File: config.mk
export PLATFORM = sky130hd
export DESIGN_NAME = pr_chan_conv
export DESIGN_NICKNAME = d
export VERILOG_FILES = /design/src/rtl/prc_pkg.sv /design/src/rtl/prc_serializer.sv /design/src/rtl/prc_fir.sv /design/src/rtl/pr_chan_conv.sv
export SDC_FILE = /design/constraint.sdc
export NUM_CORES = 1
export LEC_CHECK = 0
export BUFFER_PORTS_ARGS = -buffer_cell sky130_fd_sc_hd__buf_2
export CORE_MARGIN = 5
export CORE_UTILIZATION = 55
export DETAILED_ROUTE_END_ITERATION = 10
export GPL_TIMING_DRIVEN = 1
export PLACE_DENSITY = 0.77
export SYNTH_ARGS = -nofsm -noshare
export SYNTH_HDL_FRONTEND = slang
export SYNTH_HIERARCHICAL = 1
export SYNTH_SLANG_ARGS = --single-unit
File: constraint.sdc
create_clock -name clk -period 12.5 [get_ports clk]
set_clock_uncertainty 0.2 [all_clocks]
set_input_delay 1.25 -clock clk [delete_from_list [all_inputs] [get_ports clk]]
set_output_delay 1.25 -clock clk [all_outputs]
set_load 0.02 [all_outputs]
File: src/rtl/prc_pkg.sv
package prc_pkg;

    localparam int SYM_W   = 4;
    localparam int MEM_MAX = 4;
    localparam int SAMP_W  = 4;
    localparam int ACC_W   = SAMP_W + 2;
    localparam int IDX_W   = $clog2(SYM_W);
    localparam int TAP_W   = 3;
    localparam int PEAK    = 6;

    typedef enum logic [1:0] {
        RESP_P2  = 2'd0,
        RESP_E3  = 2'd1,
        RESP_E4  = 2'd2,
        RESP_ALT = 2'd3
    } resp_e;

    typedef logic signed [TAP_W-1:0] tap_t;
    typedef logic signed [ACC_W-1:0] acc_t;

    typedef struct packed {
        logic  vld;
        logic  lvl_pos;
        resp_e mode;
    } bit_beat_t;

    function automatic tap_t tap_of(input resp_e m, input int k);
        tap_t t;
        t = '0;
        case (m)
            RESP_E3: begin
                case (k)
                    0, 1:    t = 3'sd1;
                    2, 3:    t = -3'sd1;
                    default: t = '0;
                endcase
            end
            RESP_E4: begin
                case (k)
                    0:       t = 3'sd1;
                    1:       t = 3'sd2;
                    3:       t = -3'sd2;
                    4:       t = -3'sd1;
                    default: t = '0;
                endcase
            end
            default: begin
                case (k)
                    0, 2:    t = 3'sd1;
                    default: t = '0;
                endcase
            end
        endcase
        return t;
    endfunction

    function automatic acc_t signed_term(input tap_t t, input logic pos);
        acc_t w;
        w = acc_t'(t);
        return pos ? w : -w;
    endfunction

endpackage

File: src/rtl/prc_serializer.sv
module prc_serializer
    import prc_pkg::*;
(
    input  logic             clk,
    input  logic             rst,
    input  logic             clr,
    input  logic             in_valid,
    output logic             in_ready,
    input  logic [SYM_W-1:0] in_sym,
    input  resp_e            mode_in,
    output bit_beat_t        beat
);

    localparam logic [IDX_W-1:0] LAST_IDX = IDX_W'(SYM_W - 1);

    logic             busy_q;
    logic [IDX_W-1:0] idx_q;
    logic [SYM_W-1:0] sreg_q;
    resp_e            mode_q;
    logic             last_bit;
    logic             take;

    assign last_bit = busy_q && (idx_q == LAST_IDX);
    assign in_ready = !busy_q || last_bit;
    assign take     = in_valid && in_ready;

    always_ff @(posedge clk) begin
        if (rst || clr) begin
            busy_q <= 1'b0;
            idx_q  <= '0;
            sreg_q <= '0;
            mode_q <= RESP_P2;
        end else if (take) begin
            busy_q <= 1'b1;
            idx_q  <= '0;
            sreg_q <= in_sym;
            mode_q <= mode_in;
        end else if (busy_q) begin
            sreg_q <= {sreg_q[SYM_W-2:0], 1'b0};
            idx_q  <= idx_q + 1'b1;
            if (last_bit) busy_q <= 1'b0;
        end
    end

    always_comb begin
        beat.vld     = busy_q;
        beat.lvl_pos = sreg_q[SYM_W-1];
        beat.mode    = mode_q;
    end

    p_ready_idle_r1: assert property (@(posedge clk) disable iff (rst)
        !busy_q |-> in_ready);

    p_mode_held_r8: assert property (@(posedge clk) disable iff (rst || clr)
        (busy_q && !take) |=> (mode_q == $past(mode_q)));

    p_no_bubble_r10: assert property (@(posedge clk) disable iff (rst || clr)
        (last_bit && in_valid) |=> (busy_q && idx_q == '0));

endmodule

File: src/rtl/prc_fir.sv
module prc_fir
    import prc_pkg::*;
(
    input  logic                     clk,
    input  logic                     rst,
    input  logic                     clr,
    input  bit_beat_t                beat,
    output logic                     out_valid,
    output logic signed [SAMP_W-1:0] out_sample
);

    logic [MEM_MAX-1:0] hist_q;
    logic [MEM_MAX:0]   taps_in;
    acc_t               terms [0:MEM_MAX];
    acc_t               sum;

    assign taps_in = {hist_q, beat.lvl_pos};

    genvar g;
    generate
        for (g = 0; g <= MEM_MAX; g++) begin : g_term
            assign terms[g] = signed_term(tap_of(beat.mode, g), taps_in[g]);
        end
    endgenerate

    always_comb begin
        sum = '0;
        for (int k = 0; k <= MEM_MAX; k++) sum = sum + terms[k];
    end

    always_ff @(posedge clk) begin
        if (rst || clr) begin
            hist_q     <= '0;
            out_valid  <= 1'b0;
            out_sample <= '0;
        end else begin
            out_valid <= beat.vld;
            if (beat.vld) begin
                hist_q     <= {hist_q[MEM_MAX-2:0], beat.lvl_pos};
                out_sample <= sum[SAMP_W-1:0];
            end
        end
    end

    p_range_r5: assert property (@(posedge clk) disable iff (rst)
        out_valid |-> (out_sample >= -SAMP_W'(PEAK) && out_sample <= SAMP_W'(PEAK)));

    p_clear_hist_r9: assert property (@(posedge clk) disable iff (rst)
        clr |=> (hist_q == '0 && !out_valid));

    p_one_per_bit_r6: assert property (@(posedge clk) disable iff (rst || clr)
        beat.vld |=> out_valid);

endmodule

File: src/rtl/pr_chan_conv.sv
module pr_chan_conv
    import prc_pkg::*;
(
    input  logic                     clk,
    input  logic                     rst,
    input  logic                     clr,
    input  logic                     in_valid,
    output logic                     in_ready,
    input  logic [SYM_W-1:0]         in_sym,
    input  logic [1:0]               mode_sel,
    output logic                     out_valid,
    output logic signed [SAMP_W-1:0] out_sample
);

    bit_beat_t beat;

    prc_serializer u_ser (
        .clk      (clk),
        .rst      (rst),
        .clr      (clr),
        .in_valid (in_valid),
        .in_ready (in_ready),
        .in_sym   (in_sym),
        .mode_in  (resp_e'(mode_sel)),
        .beat     (beat)
    );

    prc_fir u_fir (
        .clk        (clk),
        .rst        (rst),
        .clr        (clr),
        .beat       (beat),
        .out_valid  (out_valid),
        .out_sample (out_sample)
    );

    p_clear_ready_r9: assert property (@(posedge clk) disable iff (rst)
        clr |=> (in_ready && !out_valid));

endmodule

==> results.yml, run 1 <==
placement:
  dp_hpwl_mm: 1.43
  gp_congestion: 0.717
  io_buffers: 14
  place_area_um2: 1150
clock_tree:
  htree_levels: 1
  cts.clk_slew.worst_paths_ns: 0.10
  cts_made_buffers: 3
  clkSinkCount: 17
  cts-root-buf: "clkbuf_4"
  holdBufCountCts: 0
  cts_setup_buffers: 0
  cts_tree: "yes"
  cts.path.max_buffers: 2
  cts_resized: 0
  insertion_delay_ns: 0.29
routing:
  via_count: 773
  first_iter_violations: 3
  drc: 0
  wl_mm: 1.88
  postRouteAntennaNets: 0
  drtPass1Iterations: 4
  via_per_inst: 5.09
  wl_per_cell_um: 12.4
yosys:
  synthCells: 115
  synth_edf_count: 0
  ys.flop_type: "dfxtp_1"
  syn_area_um2: 1100
  syn_area_per_cell_um2: 9.57
  async_flop_share: 0
  synth_nets: 137
  ys_seq_elements: 17
  yosysWarnings: 6
  ys_types: 31
  yosysSeqAreaShare: 0.309
global_route:
  antenna_found_initial: 0
  grt_pass1_vias: 810
  grt_usage: 0.155
  grt_max_degree: 20
  grt_pass1_wl_mm: 3.27
  grt-ovfl-total: 0
timing:
  slew_viol_final: 0
  hold_slack_ns: 0.297
  fmax_mhz: 232
  period_needed_ns: 4.32
  grt_setup_unrepaired: "no"
  min_period_over_period: 0.345
  finalSetupTns_ns: 0
  slew_headroom: 0.498
  hold_viol: 0
  worstMarginPinSlew_ns: 0.751
  setup_viol: 0
floorplanning:
  die_x_um: 54.7
  design.core.area_um2: 1940
  initial_utilization: 0.567
  io_pins: 16
  die_h_um: 54.7
  row_count: 16
  die_area_um2: 3000
setup_path:
  critPathSlowestCell: "fa_1"
  cpPeakStageDelay_ns: 0.51
  startpoint_type: "flip-flop"
  cp_data_arrival_time_ns: 4.32
  end_kind: "flip-flop"
  worstSetupPathType: "reg -> reg"
  crit_chain: "inv_1, ha_1, inv_1, o21ai_0, inv_1, fa_1, fa_1, fa_1, inv_1, ha_1, fa_1, xor2_1, xnor2_1, xnor2_1, a21o_1"
  cp.required_ns: 12.50
  cp_max_fo: 5
cells_and_area:
  fin_area_um2: 1180
  insertedDiodeCount: 0
  syn_to_final_growth_pct: 7.27
  final_nets: 148
  fin_util: 0.608
  layout-drive-gt1-share: 0.216
hold_path:
  hp-class: "reg -> reg"
power_and_ir_drop:
  ir_worst_vdd_uv: 73.2
  p_per_area_nw_per_um2: 100
  leakage_nw: 0.498
  power.total_uw: 118
outcome:
  status: "finished clean"
flow_run:
  cap_violations: 0
-- metal layers --
metal	track usage	share of wire
met1	0.172	0.43
met2	0.283	0.52
met3	0.0245	0.041
met4	0.0747	0.0090
met5	0	0
-- cell families after synthesis --
logic type | count (synthesis) | share of synthesized area
flip-flops | 17 | 0.309
multiplexers | 9 | 0.0818
XOR/XNOR | 7 | 0.0625
other | 1 | 0.00341
AO/OA/AOI/OAI | 13 | 0.0795
AND/OR/NAND/NOR | 34 | 0.185
adder cells (fa/ha/maj) | 12 | 0.184
buffers and inverters | 22 | 0.0943
-- flip-flops by register name (all words and copies together) (netlist names) --
name and count:
u_fir/hist_q 4, u_fir/out_sample 3, u_fir/out_valid 1, u_ser/busy_q 1, u_ser/idx_q 2, u_ser/mode_q 2, u_ser/sreg_q 4
-- cell usage after synthesis, drive strengths merged (3+ instances only) --
cell type,number,share of area
inv,14,0.048
nor2b,4,0.023
and3b,3,0.024
nor2,13,0.044
a21oi,3,0.014
dfxtp,17,0.31
buf,7,0.043
mux2i,9,0.082
a211oi,4,0.032
or2,3,0.019
xnor2,6,0.055
nand2,3,0.013
o21ai,3,0.014
nor4,3,0.034
fa,7,0.13
ha,5,0.057
-- where the power goes --
group / internal, mW / total [mW] / switching (mW)
registers: 0.0556 / 0.0573 / 0.00173
logic: 0.0148 / 0.0306 / 0.0159
clock network: 0.0119 / 0.0303 / 0.0184
total: 0.0822 / 0.118 / 0.0360
-- metrics by stage --
| step | worst slack (ns) | instances |
|---|---|---|
| after global routing | 7.95 | 152 |
| after detailed placement | 8.16 | 148 |
| after CTS | 8.16 | 152 |
| after global placement | 8.33 | 148 |
| after floorplan | 8.45 | 115 |
| final | 8.18 | 152 |
-- final cells by class --
cell class / count / area, um2
clock inverter: 1 / 5.00
fill: 173 / 761
clock buffer: 3 / 22.5
multi-input combinational: 76 / 657
timing repair buffer: 14 / 70.1
sequential: 17 / 340
inverter: 14 / 52.6
tap: 27 / 33.8
-- worst max-delay path, delay by kind of cell (launching register included) --
kind / cells / cell delay, ns
fa+ha+maj: 6 / 2.41
buf+inv: 4 / 0.30
xor+xnor: 3 / 0.49
compound gates: 2 / 0.43
flops: 1 / 0.39
-- cells in the final DEF, fill, tap and decap left out, types with 2 or more instances in the layout --
master    synthesis  final
o21ai_0           3      3
a21oi_1           3      3
nor2_1           13     13
fa_1              7      7
or2_1             2      2
nor4_2            3      3
clkbuf_4          0      3
nor2b_1           4      4
inv_1            12     12
and3b_1           3      3
a211oi_1          3      3
xnor2_1           5      5
buf_2             2     14
nor3b_1           2      2
nand2_1           2      2
nand3_1           2      2
inv_2             2      2
mux2i_1           9      9
dfxtp_1          17     17
ha_1              5      5
-- worst paths after layout --
check / start / to / slack (ns) / cells past startpoint
max: u_ser/mode_q[0]$_SDFFE_PP0P_ / u_fir/out_sample[3]$_SDFFE_PP0P_ / 8.18 / 15
min: u_fir/out_sample[1]$_SDFFE_PP0P_ / u_fir/out_sample[1]$_SDFFE_PP0P_ / 0.30 / 2
max reg2reg: u_ser/mode_q[0]$_SDFFE_PP0P_ / u_fir/out_sample[3]$_SDFFE_PP0P_ / 8.18 / 15
min reg2reg: u_fir/out_sample[1]$_SDFFE_PP0P_ / u_fir/out_sample[1]$_SDFFE_PP0P_ / 0.30 / 2
No activity file was read; power rests on OpenSTA's default activity.
==> inputs of run 2 (changes only) <==
--- a/config.mk
+++ b/config.mk
@@ -7,10 +7,10 @@
 export LEC_CHECK = 0
 export BUFFER_PORTS_ARGS = -buffer_cell sky130_fd_sc_hd__buf_2
 export CORE_MARGIN = 5
-export CORE_UTILIZATION = 55
+export CORE_UTILIZATION = 50
 export DETAILED_ROUTE_END_ITERATION = 10
 export GPL_TIMING_DRIVEN = 1
-export PLACE_DENSITY = 0.77
+export PLACE_DENSITY = 0.74
 export SYNTH_ARGS = -nofsm -noshare
 export SYNTH_HDL_FRONTEND = slang
 export SYNTH_HIERARCHICAL = 1
==> constraint.sdc (replaced) <==
create_clock -name clk -period 3.75 [get_ports clk]
set_clock_uncertainty 0.2 [all_clocks]
set_input_delay 0.375 -clock clk [delete_from_list [all_inputs] [get_ports clk]]
set_output_delay 0.375 -clock clk [all_outputs]
set_load 0.02 [all_outputs]
==> results.yml, run 2 (synthesis results as in run 1) <==
setup_path:
  reg2reg_to: "u_fir/out_sample[3]$_SDFFE_PP0P_"
  cp_data_arrival_time_ns: 3.81
  rrSetupSlack_ns: -0.07
  startpoint_type: "flip-flop"
  crit_start: "u_ser/mode_q[0]$_SDFFE_PP0P_"
  worstSetupPathType: "reg -> reg"
  cp.required_ns: 3.74
  r2r_start: "u_ser/mode_q[0]$_SDFFE_PP0P_"
  cp_max_fo: 3
  end_kind: "flip-flop"
  reg2reg_depth: 13
floorplanning:
  io_pins: 16
  row_count: 17
  initial_utilization: 0.513
  die_area_um2: 3240
  die_x_um: 56.9
  die_h_um: 56.9
  design.core.area_um2: 2150
placement:
  gp_congestion: 0.829
  place_area_um2: 1210
  dpl.cell_count: 154
  pre_cts_slack_ns: -0.164
  dp_hpwl_mm: 1.52
  io_buffers: 14
power_and_ir_drop:
  p_per_area_nw_per_um2: 315
  leakage_nw: 0.527
  power.total_uw: 402
  ir_worst_vdd_uv: 265
timing:
  setup_viol: 1
  hold_viol: 0
  grt_setup_unrepaired: "yes"
  worstMarginPinSlew_ns: 0.734
  slew_headroom: 0.510
  min_period_over_period: 1.02
  worst_slack_ns: -0.0736
  period_needed_ns: 3.82
  slew_viol_final: 0
  fmax_mhz: 262
cells_and_area:
  fin_area_um2: 1280
  fin_util: 0.595
  n_fill_cell: 202
  final_cells: 160
  layout_common_cells: "dfxtp_1, buf_2, nor2_1, inv_1, mux2i_1"
  reg_top3: "u_fir/hist_q (4), u_ser/sreg_q (4), u_fir/out_sample (3)"
  insertedDiodeCount: 0
  final_common_cell: "dfxtp_1"
  final_nets: 155
  layout-drive-gt1-share: 0.326
  syn_to_final_growth_pct: 16.0
outcome:
  status: "finished, violations left"
  failed_checks: "setup timing"
clock_tree:
  cts_made_buffers: 3
  clkSinkCount: 17
  holdBufCountCts: 0
  cts.clk_slew.worst_paths_ns: 0.09
  cts-root-buf: "clkbuf_4"
  cts.path.max_buffers: 2
  htree_levels: 1
  cts_tree: "yes"
  insertion_delay_ns: 0.28
hold_path:
  hp-class: "in -> reg"
  min-delay-start: "mode_sel[0]"
  whs_path_depth: 3
  min_to: "u_ser/mode_q[0]$_SDFFE_PP0P_"
routing:
  drc: 0
  wl_per_cell_um: 11.6
  drtPass1Iterations: 4
  via_count: 808
  first_iter_violations: 7
  postRouteAntennaNets: 0
  wl_mm: 1.85
  via_per_inst: 5.05
global_route:
  grt-ovfl-total: 0
  grt_pass1_wl_mm: 3.45
  grt_max_degree: 20
  grt_usage: 0.134
  grt_pass1_vias: 850
  antenna_found_initial: 0
flow_run:
  cap_violations: 0
run 2: changes by cell type in the layout (fill, tap and decap cells not counted), moves of 2 or more:
cell,previous run,this run
inv_2,2,4
dfxtp_1,17,15
ha_4,0,2
dfxtp_2,0,2
buf_4,0,7
inv_1,12,10
ha_1,5,2
run 2: critical path, stage by stage, from the launching register on:
cell and delay, ns:
dfxtp_2 0.34, buf_4 0.11, ha_2 0.20, mux2i_1 0.25, fa_1 0.47, fa_1 0.50, fa_1 0.51, inv_2 0.05
ha_4 0.15, fa_2 0.37, xor2_2 0.16, xnor2_1 0.13, xnor2_1 0.13, a21o_1 0.17
run 2: per-layer routing:
layer  GRT usage  routed length [um]  vias up
li1            -                   -      402
met1       0.147                 772      390
met2       0.241                 975       14
met3      0.0506                  97        2
met4      0.0298                   8        0
met5           0                   0        -
run 2: report_power, final:
group          internal [mW]  switching, mW
clock                 0.0413         0.0531
combinational         0.0604         0.0565
sequential             0.185        0.00572
run 2: what timing repair did:
item,4_1_cts,5_1_grt
pin swaps,7,5
endpoints found under the setup margin,1,2
buffers inserted,2,0
resized for setup,3,4
run 2: worst max path at each step:
stage / end / slack (ns)
after global placement: u_fir/out_sample[3]$_SDFFE_PP0P_ / -0.07
final: u_fir/out_sample[3]$_SDFFE_PP0P_ / -0.07
after CTS: u_fir/out_sample[3]$_SDFFE_PP0P_ / -0.15
after floorplan: u_fir/out_sample[3]$_SDFFE_PP0P_ / -0.06
after detailed placement: u_fir/out_sample[3]$_SDFFE_PP0P_ / -0.16
after global routing: u_fir/out_sample[3]$_SDFFE_PP0P_ / -0.23
run 2: area by class of cell:
type | instances | area [um2] | area share
Clock buffer | 4 | 26.3 | 0.0206
Inverter | 14 | 52.6 | 0.0411
Multi-Input combinational cell | 76 | 698 | 0.547
Sequential cell | 17 | 343 | 0.268
Tap cell | 28 | 35.0 | 0.0274
Timing Repair Buffer | 21 | 123 | 0.0960
run 2: per-stage QoR:
stage	hold slack (ns)	setup TNS (ns)
floorplan	0.252	-0.0567
global placement	0.271	-0.0678
detailed placement	0.287	-0.164
CTS	0.123	-0.149
global route	0.127	-0.231
finish	0.134	-0.0736
